## src/rtl/chan_pkg.sv

```systemverilog
package chan_pkg;
    localparam int WORD_W     = 64;
    localparam int REG_W      = 32;
    localparam int MODE_P_LSB = 8;
    localparam int MODE_S_LSB = 16;
    localparam int MODE_W     = 8;
    localparam int KEY_LSB    = 0;
    localparam int SIZE_LSB   = 32;
    localparam int SNOOP_DIR  = 8;
    localparam int HDR_WORDS  = 2;

    typedef enum logic [1:0] {
        SEL_MODE  = 2'd0,
        SEL_SNOOP = 2'd1,
        SEL_KEY   = 2'd2,
        SEL_DSIZE = 2'd3
    } reg_sel_e;

    typedef enum logic [3:0] {
        ST_IDLE,
        ST_RD_ISSUE,
        ST_RD_WAIT,
        ST_REQ,
        ST_SNOOP,
        ST_WAIT_RST,
        ST_MODE_P,
        ST_MODE_S,
        ST_KEY,
        ST_DSIZE,
        ST_DONE
    } chan_st_e;
endpackage

```

## src/rtl/chan_ptr_fifo.sv

```systemverilog
module chan_ptr_fifo #(
    parameter int DEPTH = 24,
    parameter int W     = 32
) (
    input  logic         clk,
    input  logic         rst_n,
    input  logic         push,
    input  logic [W-1:0] push_data,
    input  logic         pop,
    output logic [W-1:0] head,
    output logic         empty,
    output logic         ovf
);
    localparam int IDX_W = (DEPTH > 1) ? $clog2(DEPTH) : 1;
    localparam int CNT_W = $clog2(DEPTH + 1);

    typedef struct packed {
        logic [IDX_W-1:0] rd;
        logic [IDX_W-1:0] wr;
        logic [CNT_W-1:0] cnt;
        logic             ovf;
    } fifo_s;

    fifo_s      s_d, s_q;
    logic [W-1:0] slot_q [DEPTH];
    logic       full, push_ok, pop_ok;

    function automatic logic [IDX_W-1:0] wrap_inc(input logic [IDX_W-1:0] p);
        return (p == IDX_W'(DEPTH - 1)) ? '0 : p + 1'b1;
    endfunction

    always_comb begin
        full    = (s_q.cnt == CNT_W'(DEPTH));
        empty   = (s_q.cnt == '0);
        push_ok = push && !full;
        pop_ok  = pop && !empty;
        s_d     = s_q;
        if (push_ok) s_d.wr = wrap_inc(s_q.wr);
        if (pop_ok)  s_d.rd = wrap_inc(s_q.rd);
        case ({push_ok, pop_ok})
            2'b10:   s_d.cnt = s_q.cnt + 1'b1;
            2'b01:   s_d.cnt = s_q.cnt - 1'b1;
            default: s_d.cnt = s_q.cnt;
        endcase
        if (push && full) s_d.ovf = 1'b1;
    end

    always_ff @(posedge clk) begin
        if (!rst_n) s_q <= '0;
        else        s_q <= s_d;
    end

    always_ff @(posedge clk) begin
        if (push_ok) slot_q[s_q.wr] <= push_data;
    end

    assign head = slot_q[s_q.rd];
    assign ovf  = s_q.ovf;
endmodule

```

## src/rtl/chan_desc_store.sv

```systemverilog
module chan_desc_store
    import chan_pkg::*;
#(
    parameter int WORDS = 4
) (
    input  logic                                  clk,
    input  logic                                  rst_n,
    input  logic                                  wr_en,
    input  logic [$clog2(WORDS)-1:0]              wr_idx,
    input  logic [WORD_W-1:0]                     wr_data,
    output logic [HDR_WORDS-1:0][WORD_W-1:0]      hdr_words
);
    localparam int IDX_W = $clog2(WORDS);

    // Only the leading header words are kept; later words pass by unstored.
    for (genvar g = 0; g < HDR_WORDS; g++) begin : g_word
        logic [WORD_W-1:0] w_d, w_q;

        always_comb begin
            w_d = w_q;
            if (wr_en && (wr_idx == IDX_W'(g))) w_d = wr_data;
        end

        always_ff @(posedge clk) begin
            if (!rst_n) w_q <= '0;
            else        w_q <= w_d;
        end

        assign hdr_words[g] = w_q;
    end
endmodule

```

## src/rtl/chan_ctrl_fsm.sv

```systemverilog
module chan_ctrl_fsm
    import chan_pkg::*;
#(
    parameter int ADDR_W    = 32,
    parameter int WORDS     = 4,
    parameter int NUM_UNITS = 4
) (
    input  logic                               clk,
    input  logic                               rst_n,
    input  logic                               fifo_empty,
    input  logic [ADDR_W-1:0]                  fifo_head,
    output logic                               fifo_pop,
    output logic                               mem_rd_req,
    output logic [ADDR_W-1:0]                  mem_rd_addr,
    input  logic                               mem_rd_valid,
    output logic                               st_wr_en,
    output logic [$clog2(WORDS)-1:0]           st_wr_idx,
    input  logic [HDR_WORDS-1:0][WORD_W-1:0]   hdr_words,
    output logic [NUM_UNITS-1:0]               arb_req,
    input  logic [NUM_UNITS-1:0]               arb_gnt,
    input  logic [NUM_UNITS-1:0]               unit_rst_done,
    output logic                               reg_wr_en,
    output logic [$clog2(NUM_UNITS)-1:0]       reg_wr_unit,
    output logic [1:0]                         reg_wr_sel,
    output logic [REG_W-1:0]                   reg_wr_data,
    output logic                               task_done
);
    localparam int IDX_W  = $clog2(WORDS);
    localparam int UNIT_W = $clog2(NUM_UNITS);

    typedef struct packed {
        chan_st_e          st;
        logic [ADDR_W-1:0] base;
        logic [IDX_W-1:0]  idx;
    } fsm_s;

    fsm_s s_d, s_q;

    logic [UNIT_W-1:0]    pri_sel, sec_sel;
    logic                 sec_en, snp_dir;
    logic [MODE_W-1:0]    mode_p, mode_s;
    logic [REG_W-1:0]     key_size, data_size, snoop_word;
    logic [NUM_UNITS-1:0] need;
    logic                 all_gnt, all_rst, holding;
    logic                 unused_hdr_parity;

    // Header decode
    always_comb begin
        pri_sel   = hdr_words[0][UNIT_W-1:0];
        sec_sel   = hdr_words[0][2*UNIT_W-1:UNIT_W];
        sec_en    = hdr_words[0][2*UNIT_W];
        snp_dir   = hdr_words[0][2*UNIT_W+1];
        mode_p    = hdr_words[0][MODE_P_LSB +: MODE_W];
        mode_s    = hdr_words[0][MODE_S_LSB +: MODE_W];
        key_size  = hdr_words[1][KEY_LSB +: REG_W];
        data_size = hdr_words[1][SIZE_LSB +: REG_W];
        snoop_word                 = '0;
        snoop_word[UNIT_W-1:0]     = pri_sel;
        snoop_word[SNOOP_DIR]      = snp_dir;
        need          = '0;
        need[pri_sel] = 1'b1;
        if (sec_en) need[sec_sel] = 1'b1;
        all_gnt = ((arb_gnt & need) == need);
        all_rst = ((unit_rst_done & need) == need);
    end

    assign unused_hdr_parity = ^hdr_words[0];

    always_comb begin
        s_d         = s_q;
        fifo_pop    = 1'b0;
        mem_rd_req  = 1'b0;
        mem_rd_addr = s_q.base + ADDR_W'({s_q.idx, 3'b000});
        st_wr_en    = 1'b0;
        st_wr_idx   = s_q.idx;
        reg_wr_en   = 1'b0;
        reg_wr_unit = pri_sel;
        reg_wr_sel  = SEL_MODE;
        reg_wr_data = '0;
        task_done   = 1'b0;
        holding     = 1'b0;

        case (s_q.st)
            ST_IDLE: begin
                if (!fifo_empty) begin
                    fifo_pop = 1'b1;
                    s_d.base = fifo_head;
                    s_d.idx  = '0;
                    s_d.st   = ST_RD_ISSUE;
                end
            end
            ST_RD_ISSUE: begin
                mem_rd_req = 1'b1;
                s_d.st     = ST_RD_WAIT;
            end
            ST_RD_WAIT: begin
                if (mem_rd_valid) begin
                    st_wr_en = 1'b1;
                    if (s_q.idx == IDX_W'(WORDS - 1)) begin
                        s_d.st = ST_REQ;
                    end else begin
                        s_d.idx = s_q.idx + 1'b1;
                        s_d.st  = ST_RD_ISSUE;
                    end
                end
            end
            ST_REQ: begin
                holding = 1'b1;
                if (all_gnt) s_d.st = sec_en ? ST_SNOOP : ST_WAIT_RST;
            end
            ST_SNOOP: begin
                holding     = 1'b1;
                reg_wr_en   = 1'b1;
                reg_wr_unit = sec_sel;
                reg_wr_sel  = SEL_SNOOP;
                reg_wr_data = snoop_word;
                s_d.st      = ST_WAIT_RST;
            end
            ST_WAIT_RST: begin
                holding = 1'b1;
                if (all_rst) s_d.st = ST_MODE_P;
            end
            ST_MODE_P: begin
                holding     = 1'b1;
                reg_wr_en   = 1'b1;
                reg_wr_sel  = SEL_MODE;
                reg_wr_data = REG_W'(mode_p);
                s_d.st      = sec_en ? ST_MODE_S : ST_KEY;
            end
            ST_MODE_S: begin
                holding     = 1'b1;
                reg_wr_en   = 1'b1;
                reg_wr_unit = sec_sel;
                reg_wr_sel  = SEL_MODE;
                reg_wr_data = REG_W'(mode_s);
                s_d.st      = ST_KEY;
            end
            ST_KEY: begin
                holding     = 1'b1;
                reg_wr_en   = 1'b1;
                reg_wr_sel  = SEL_KEY;
                reg_wr_data = key_size;
                s_d.st      = ST_DSIZE;
            end
            ST_DSIZE: begin
                holding     = 1'b1;
                reg_wr_en   = 1'b1;
                reg_wr_sel  = SEL_DSIZE;
                reg_wr_data = data_size;
                s_d.st      = ST_DONE;
            end
            ST_DONE: begin
                task_done = 1'b1;
                s_d.st    = ST_IDLE;
            end
            default: s_d.st = ST_IDLE;
        endcase

        arb_req = holding ? need : '0;
    end

    always_ff @(posedge clk) begin
        if (!rst_n) s_q <= '{st: ST_IDLE, base: '0, idx: '0};
        else        s_q <= s_d;
    end
endmodule

```

## src/rtl/desc_chan.sv

```systemverilog
module desc_chan
    import chan_pkg::*;
#(
    parameter int ADDR_W     = 32,
    parameter int FIFO_DEPTH = 24,
    parameter int DESC_WORDS = 4,
    parameter int NUM_UNITS  = 4
) (
    input  logic                         clk,
    input  logic                         rst_n,
    input  logic                         ptr_wr_en,
    input  logic [ADDR_W-1:0]            ptr_wr_data,
    output logic                         ptr_ovf,
    output logic                         mem_rd_req,
    output logic [ADDR_W-1:0]            mem_rd_addr,
    input  logic                         mem_rd_valid,
    input  logic [WORD_W-1:0]            mem_rd_data,
    output logic [NUM_UNITS-1:0]         arb_req,
    input  logic [NUM_UNITS-1:0]         arb_gnt,
    input  logic [NUM_UNITS-1:0]         unit_rst_done,
    output logic                         reg_wr_en,
    output logic [$clog2(NUM_UNITS)-1:0] reg_wr_unit,
    output logic [1:0]                   reg_wr_sel,
    output logic [REG_W-1:0]             reg_wr_data,
    output logic                         task_done
);
    localparam int IDX_W = $clog2(DESC_WORDS);

    logic                               fifo_empty, fifo_pop;
    logic [ADDR_W-1:0]                  fifo_head;
    logic                               st_wr_en;
    logic [IDX_W-1:0]                   st_wr_idx;
    logic [HDR_WORDS-1:0][WORD_W-1:0]   hdr_words;

    chan_ptr_fifo #(.DEPTH(FIFO_DEPTH), .W(ADDR_W)) u_fifo (
        .clk       (clk),
        .rst_n     (rst_n),
        .push      (ptr_wr_en),
        .push_data (ptr_wr_data),
        .pop       (fifo_pop),
        .head      (fifo_head),
        .empty     (fifo_empty),
        .ovf       (ptr_ovf)
    );

    chan_desc_store #(.WORDS(DESC_WORDS)) u_store (
        .clk       (clk),
        .rst_n     (rst_n),
        .wr_en     (st_wr_en),
        .wr_idx    (st_wr_idx),
        .wr_data   (mem_rd_data),
        .hdr_words (hdr_words)
    );

    chan_ctrl_fsm #(.ADDR_W(ADDR_W), .WORDS(DESC_WORDS), .NUM_UNITS(NUM_UNITS)) u_fsm (
        .clk           (clk),
        .rst_n         (rst_n),
        .fifo_empty    (fifo_empty),
        .fifo_head     (fifo_head),
        .fifo_pop      (fifo_pop),
        .mem_rd_req    (mem_rd_req),
        .mem_rd_addr   (mem_rd_addr),
        .mem_rd_valid  (mem_rd_valid),
        .st_wr_en      (st_wr_en),
        .st_wr_idx     (st_wr_idx),
        .hdr_words     (hdr_words),
        .arb_req       (arb_req),
        .arb_gnt       (arb_gnt),
        .unit_rst_done (unit_rst_done),
        .reg_wr_en     (reg_wr_en),
        .reg_wr_unit   (reg_wr_unit),
        .reg_wr_sel    (reg_wr_sel),
        .reg_wr_data   (reg_wr_data),
        .task_done     (task_done)
    );
endmodule

```

## config.mk

```make
export PLATFORM = sky130hd
export DESIGN_NAME = desc_chan
export DESIGN_NICKNAME = d
export VERILOG_FILES = /design/src/rtl/chan_pkg.sv /design/src/rtl/chan_ptr_fifo.sv /design/src/rtl/chan_desc_store.sv /design/src/rtl/chan_ctrl_fsm.sv /design/src/rtl/desc_chan.sv
export SDC_FILE = /design/constraint.sdc
export NUM_CORES = 1
export LEC_CHECK = 0
export BUFFER_PORTS_ARGS = -buffer_cell sky130_fd_sc_hd__buf_2
export CORE_ASPECT_RATIO = 1.1
export CORE_MARGIN = 2
export CORE_UTILIZATION = 40
export CTS_BUF_LIST = sky130_fd_sc_hd__clkbuf_16
export CTS_CLUSTER_DIAMETER = 120
export CTS_CLUSTER_SIZE = 16
export DETAILED_ROUTE_END_ITERATION = 7
export PLACE_DENSITY = 0.67
export RECOVER_POWER = 25
export SETUP_SLACK_MARGIN = 0.05
export SYNTH_ARGS = -nofsm -noshare
export SYNTH_HDL_FRONTEND = slang
export SYNTH_SLANG_ARGS = --single-unit
```

## constraint.sdc

```tcl
create_clock -name clk -period 4.1 [get_ports clk]
set_input_delay 0.82 -clock clk [delete_from_list [all_inputs] [get_ports clk]]
set_output_delay 0.82 -clock clk [all_outputs]
set_load 0.1 [all_outputs]
```

==> results of run 1 <==
==> flip-flops by register name (all words and copies together) (netlist names), named ones only <==
signal and count:
u_fsm.st_wr_idx 2, u_store.g_word.w_q 86, u_fsm.s_q 36, u_fifo.s_q 15, u_fifo.slot_q 768, u_fifo.ovf 1
==> through the flow <==
step | worst slack (ns) | utilization
2_1_floorplan | 0.0844 | -
3_3_place_gp | 0.740 | 0.430
3_5_place_dp | 0.689 | 0.430
4_1_cts | 0.0596 | 0.452
5_1_grt | 0.0651 | 0.452
6_report | 0.200 | 0.452
==> final cells by class <==
class	count	area (um2)
Clock buffer	69	1730
Clock inverter	43	184
Inverter	17	66.3
Tap cell	1170	1460
Fill cell	7543	48800
Multi-Input combinational cell	1042	9360
Timing Repair Buffer	241	1470
Sequential cell	913	26000
Antenna cell	1	2.50
==> report_power, final <==
| group | switching, mW | internal (mW) |
|---|---|---|
| combinational | 3.18 | 1.75 |
| sequential | 0.503 | 10.3 |
| clock | 3.07 | 3.05 |
==> kinds of logic after synthesis <==
group	share of synthesized area
adder cells (fa/ha/maj)	0.00511
XOR/XNOR	0.00808
AND/OR/NAND/NOR	0.0499
flip-flops	0.726
multiplexers	0.138
AO/OA/AOI/OAI	0.0543
buffers and inverters	0.0183
==> per-layer routing <==
layer / part of all wire / vias to the layer above / GRT usage
met2: 0.49 / 812 / 0.318
li1: - / 8619 / -
met3: 0.070 / 156 / 0.0306
met4: 0.028 / 2 / 0.0612
met5: 0.00015 / - / 0
met1: 0.41 / 10311 / 0.248
==> cell usage in the layout, fill, tap and decap left out, types with 10 or more instances in the layout <==
| master | instances |
|---|---|
| a22o_1 | 10 |
| a21oi_1 | 111 |
| edfxtp_1 | 768 |
| a211o_1 | 23 |
| nand2_1 | 232 |
| a31oi_1 | 12 |
| dfxtp_1 | 140 |
| clkbuf_1 | 21 |
| o21ai_0 | 24 |
| nor2_1 | 56 |
| clkbuf_16 | 69 |
| a221oi_1 | 10 |
| nor3_1 | 10 |
| inv_1 | 55 |
| buf_2 | 159 |
| nand3_1 | 20 |
| buf_12 | 11 |
| ha_1 | 13 |
| mux2i_1 | 92 |
| a22oi_1 | 24 |
| o21ai_1 | 26 |
| buf_4 | 49 |
| o22ai_1 | 46 |
| nor2_4 | 25 |
| xnor2_1 | 24 |
| mux4_2 | 177 |
==> tightest hold or removal path, stage by stage <==
cell and delay [ns]:
buf_2 0.10, nand2_1 0.05, a21oi_1 0.05
==> final timing paths <==
check	startpoint	end	cells past startpoint
setup / recovery	u_fsm.st_wr_idx[1]	mem_rd_addr[12]	7
hold / removal	mem_rd_data[34]	u_store.g_word[1].w_q[34]	3
setup reg to reg	u_fsm.s_q[37]	u_fifo.s_q[5]	12
hold reg to reg	u_store.g_word[1].w_q[13]	u_store.g_word[1].w_q[13]	2
==> results by group, run 1 <==
Status
  – Outcome: completed

Synthesis
  – Syn Area/Cell: 17.0 um2
  – Most frequent cell after synthesis: edfxtp_1
  – Ys Warns: 0
  – Post-synth top area cell: edfxtp_1
  – Ys flop type: edfxtp_1
  – Register area share after synthesis: 0.726
  – Syn_nets: 2,224
  – Post-synth EDFFs: 768
  – Top cells by count, synth: 768 x edfxtp_1, 233 x nand2_1, 177 x mux4_2
  – Synth top area cells: edfxtp_1 64%, mux4_2 11%, dfxtp_1 8.1%
  – Seq cells post-synth: 913
  – Area fraction of the dominant cell type after synthesis: 0.645
  – Async SR Flop Fraction: 0
  – Cell count after synthesis: 2,102
  – Cell Area, Synth: 35,800 um2
  – Number of distinct library cells after synthesis: 62

Clock tree
  – CTS resizes: 1
  – CTS tree: built
  – Clock transition at path regs: 0.08 ns
  – Clock Sinks: 913
  – H-tree depth: 3
  – Hold_buf cts: 0
  – Cts bufs inserted: 67
  – Clk_lat worst skew: 0.61 ns
  – Post-CTS Setup Bufs: 0
  – Clock buffer depth: 3
  – Root Buffer: clkbuf_16

Critical path
  – CP top delay family: buffers and inverters
  – Slowest cell delay on critical path: 0.52 ns
  – CP Buf/Inv Count: 2
  – R2r setup slk: 0.71 ns
  – Startpoint Class: flop
  – CP endpoint kind: primary output
  – CP max-delay cell: buf_2
  – Worst Path Arrival: 3.08 ns
  – CP Class: flop to primary output
  – Worst-path cell chain: ha_1 > a21oi_1 > nor3b_2 > buf_4 > nand4_1 > xnor2_1 > buf_2
  – CP Max Fanout: 9
  – CP required: 3.28 ns

Drt
  – Number of vias per cell: 5.69
  – WL/cell: 25.2 um
  – DRT iter0 DRCs: 1,797
  – WL final: 88,100 um
  – DRT antenna net count: 0
  – DR pass1 iterations: 6
  – Routed via count: 19,900
  – Post-route DRC: 0

GRT
  – Global router's overall resource usage: 0.188
  – Vias in the first global route: 19,958
  – Initial antenna violation count: 3
  – GRT overflow: 0
  – First-pass GRT wire length: 128,000 um
  – Largest net degree at the start of global routing: 96

Floorplan
  – Die height: 318 um
  – Core ar.: 89,100 um2
  – # IOs: 184
  – Die area: 91,800 um2
  – Row cnt: 115
  – Die Width: 289 um
  – Starting Density: 0.402

Power and ir drop
  – Total power: 21.9 mW
  – Worst IR Drop VDD: 0.442 mV
  – Pwr Density: 543 nW/um2
  – Leak: 12.7 nW

Placed design
  – Inst Count DP: 3,383
  – Placer Congestion: 0.831
  – DP HPWL: 53,300 um
  – Cell Area, Placed: 38,300 um2
  – Port bufs: 183

Timing
  – Hold Violations, Final: 0
  – Finish-stage setup viols: 0
  – Final Skew: 0.0192 ns
  – Period minus WS final: 3.90 ns
  – Highest Clock Rate: 0.256 GHz
  – Slew Viols, Final: 0
  – Setup TNS: 0 ns
  – Slew Limit Headroom: 0.178
  – Final worst path period share: 0.951
  – RSZ-0062 raised after global routing: false
  – Slew @ Worst Pin: 1.23 ns
  – WHS: 0.448 ns

Layout
  – Layout cells sized above 1: 0.222
  – Fin area: 40,200 um2
  – Post-Layout Cell Count: 3,496
  – Area growth syn-to-layout: 12.5%
  – Nets: 2,404

Job
  – Max Cap Viol: 0

Min path
  – Worst hold path class: input pin to flop
Power figures use the tool's default switching activity.
==> inputs of run 2 (changes only) <==
ABC_AREA = 1   (was unset)
BUFFER_PORTS_ARGS = -buffer_cell sky130_fd_sc_hd__clkbuf_2   (was -buffer_cell sky130_fd_sc_hd__buf_2)
REMOVE_ABC_BUFFERS = 1   (was unset)
==> results by group, run 2 <==
Status
  – Outcome: completed

Drt
  – Routed via count: 25,159
  – DRT antenna net count: 0
  – WL final: 97,000 um
  – DRT iter0 DRCs: 2,514
  – Post-route DRC: 0
  – Number of vias per cell: 5.51
  – WL/cell: 21.2 um
  – DR pass1 iterations: 5

Floorplan
  – Die area: 95,100 um2
  – Die height: 323 um
  – # IOs: 184
  – Die Width: 294 um
  – Starting Density: 0.402
  – Core ar.: 92,200 um2
  – Row cnt: 117

GRT
  – GRT overflow: 0
  – Largest net degree at the start of global routing: 205
  – Global router's overall resource usage: 0.198
  – First-pass GRT wire length: 142,000 um
  – Initial antenna violation count: 3
  – Vias in the first global route: 23,462

Critical path
  – CP required: 3.28 ns
  – Slowest cell delay on critical path: 0.37 ns
  – Startpoint Class: flop
  – CP endpoint kind: primary output
  – Worst Path Arrival: 3.08 ns
  – Worst-path cell chain: ha_4 > fa_2 > nand3_2 > nor3_4 > nand2_2 > nor2_4 > nand2_2 > nor2_4 > nand2_2 > nor2_4 > xor2_1 > buf_4 > buf_12
  – CP Max Fanout: 3
  – CP Class: flop to primary output
  – CP max-delay cell: dfxtp_1

Placed design
  – Placer Congestion: 0.859
  – DP HPWL: 56,500 um
  – Port bufs: 183
  – Inst Count DP: 4,442
  – Setup slack at placement: 0.599 ns

Power and ir drop
  – Leak: 14.0 nW
  – Part of the power in combinational logic: 0.303
  – Total power: 24.5 mW
  – Sw frac: 0.371
  – Sequential power share: 0.441
  – Psw: 9.09 mW
  – Pwr Density: 591 nW/um2
  – Internal power: 15.4 mW
  – Clock power frac: 0.256
  – Worst IR Drop VDD: 0.754 mV

Synthesis
  – Ys flop type: edfxtp_1
  – Async SR Flop Fraction: 0
  – Synth top area cells: edfxtp_1 62%, dfxtp_1 7.8%, nor2_1 6.2%
  – Seq cells post-synth: 913
  – Cell count after synthesis: 3,217
  – Ys Warns: 0
  – Area fraction of the dominant cell type after synthesis: 0.622
  – Top cells by count, synth: 768 x edfxtp_1, 610 x nor2_1, 448 x o21ai_0
  – Post-synth top area cell: edfxtp_1
  – Syn Area/Cell: 11.5 um2
  – Number of distinct library cells after synthesis: 42
  – Most frequent cell after synthesis: edfxtp_1
  – Cell Area, Synth: 37,100 um2
  – Register area share after synthesis: 0.701
  – Post-synth EDFFs: 768

Timing
  – Hold Violations, Final: 0
  – Highest Clock Rate: 0.256 GHz
  – Slew Limit Headroom: 0.208
  – Slew @ Worst Pin: 1.19 ns
  – Setup WS post-layout: 0.199 ns
  – Final worst path period share: 0.951
  – Finish-stage setup viols: 0
  – RSZ-0062 raised after global routing: false
  – Slew Viols, Final: 0
  – Final Skew: 0.0265 ns
  – Period minus WS final: 3.90 ns
  – Setup TNS: 0 ns

Layout
  – Area of the multi-input gates: 9650 um2
  – Largest regs: u_fifo.slot_q x768, u_store.g_word.w_q x86, u_fsm.s_q x36
  – Most frequent cells in the layout: 768 x edfxtp_1, 586 x nor2_1, 448 x o21ai_0, 201 x inv_1, 194 x nand2_1
  – Most common cell after layout, fill and taps aside: edfxtp_1
  – Nets: 3,450
  – Post-Layout Cell Count: 4,564
  – Register bank with the most flops: u_fifo.slot_q
  – Largest register FFs: 768
  – FF+latch area: 26,000 um2
  – Area growth syn-to-layout: 11.9%
  – Layout cells sized above 1: 0.105
  – Diode count: 0
  – Fill cell count: 8,342

Clock tree
  – Clock transition at path regs: 0.07 ns
  – Clk_lat worst skew: 0.64 ns
  – Clock Sinks: 913
  – Root Buffer: clkbuf_16
  – Clock buffer depth: 3
  – H-tree depth: 3
  – Cts bufs inserted: 67
  – CTS tree: built

Job
  – Max Cap Viol: 0

Min path
  – Worst hold path class: flop to flop
run 2: cells by family (layout without fill, tap and decap cells):
kind of cell / after synthesis / count (layout) / share of synthesized area
xor+xnor: 32 / 32 / 0.00756
buf+inv: 382 / 539 / 0.0448
fa+ha+maj: 14 / 14 / 0.00493
compound gates: 951 / 951 / 0.143
simple gates: 925 / 925 / 0.0995
flops: 913 / 913 / 0.701
run 2: layout make-up:
class	instances	share of cell area
inverter	173	0.0160
clock buffer	68	0.0410
timing repair buffer	251	0.0413
tap	1190	0.0359
sequential	913	0.626
multi-input combinational	1922	0.233
clock inverter	47	0.00694
run 2: what timing repair did:
| action | in CTS | in global routing |
|---|---|---|
| resized for setup | 2 | 4 |
| setup buffers | 0 | 7 |
| hold buffers | 0 | 0 |
| endpoints found under the setup margin | 1 | 4 |
| pin swaps | 0 | 5 |
run 2: power groups by stage:
stage	Clock (mW)	Combinational (mW)	Sequential, mW
after global routing	6.74	8.16	10.9
final	6.27	7.43	10.8
after global placement	0	7.30	11.0
after floorplan	0	4.70	11.3
after CTS	6.38	7.40	10.8
after detailed placement	0	7.36	11.0
run 2: worst paths after layout:
path	startpoint	to	slack, ns	cells past startpoint
max	u_fsm.s_q[5]	mem_rd_addr[31]	0.20	13
min reg2reg	u_store.g_word[1].w_q[2]	u_store.g_word[1].w_q[2]	0.45	2
max reg2reg	u_fifo.s_q[1]	u_fifo.slot_q[8][18]	1.30	7
min	u_store.g_word[1].w_q[2]	u_store.g_word[1].w_q[2]	0.45	2
run 2: per-stage QoR:
| stage | cell area, um2 | util | hold slack, ns |
|---|---|---|---|
| floorplan | 36000 | - | 0.423 |
| global placement | 39400 | 0.428 | 0.433 |
| global route | 41500 | 0.450 | 0.461 |
| CTS | 41400 | 0.449 | 0.430 |
| detailed placement | 39400 | 0.428 | 0.437 |
| finish | 41500 | 0.450 | 0.449 |
run 2: worst max-delay path: cells and delay by family (launching register included):
family                     cells  cell delay (ns)
and+or+nand+nor                8             1.18
DFF                            1             0.37
xor gates and xnor gates       1             0.17
buffers and inverters          2             0.33
adders and majority gates      2             0.37
run 2: layer usage:
layer	GRT usage	up-vias	wire length, um
met5	0	-	11
met4	0.0644	2	2570
met1	0.257	12157	39300
li1	-	11722	-
met3	0.0501	164	9550
met2	0.324	1114	45500
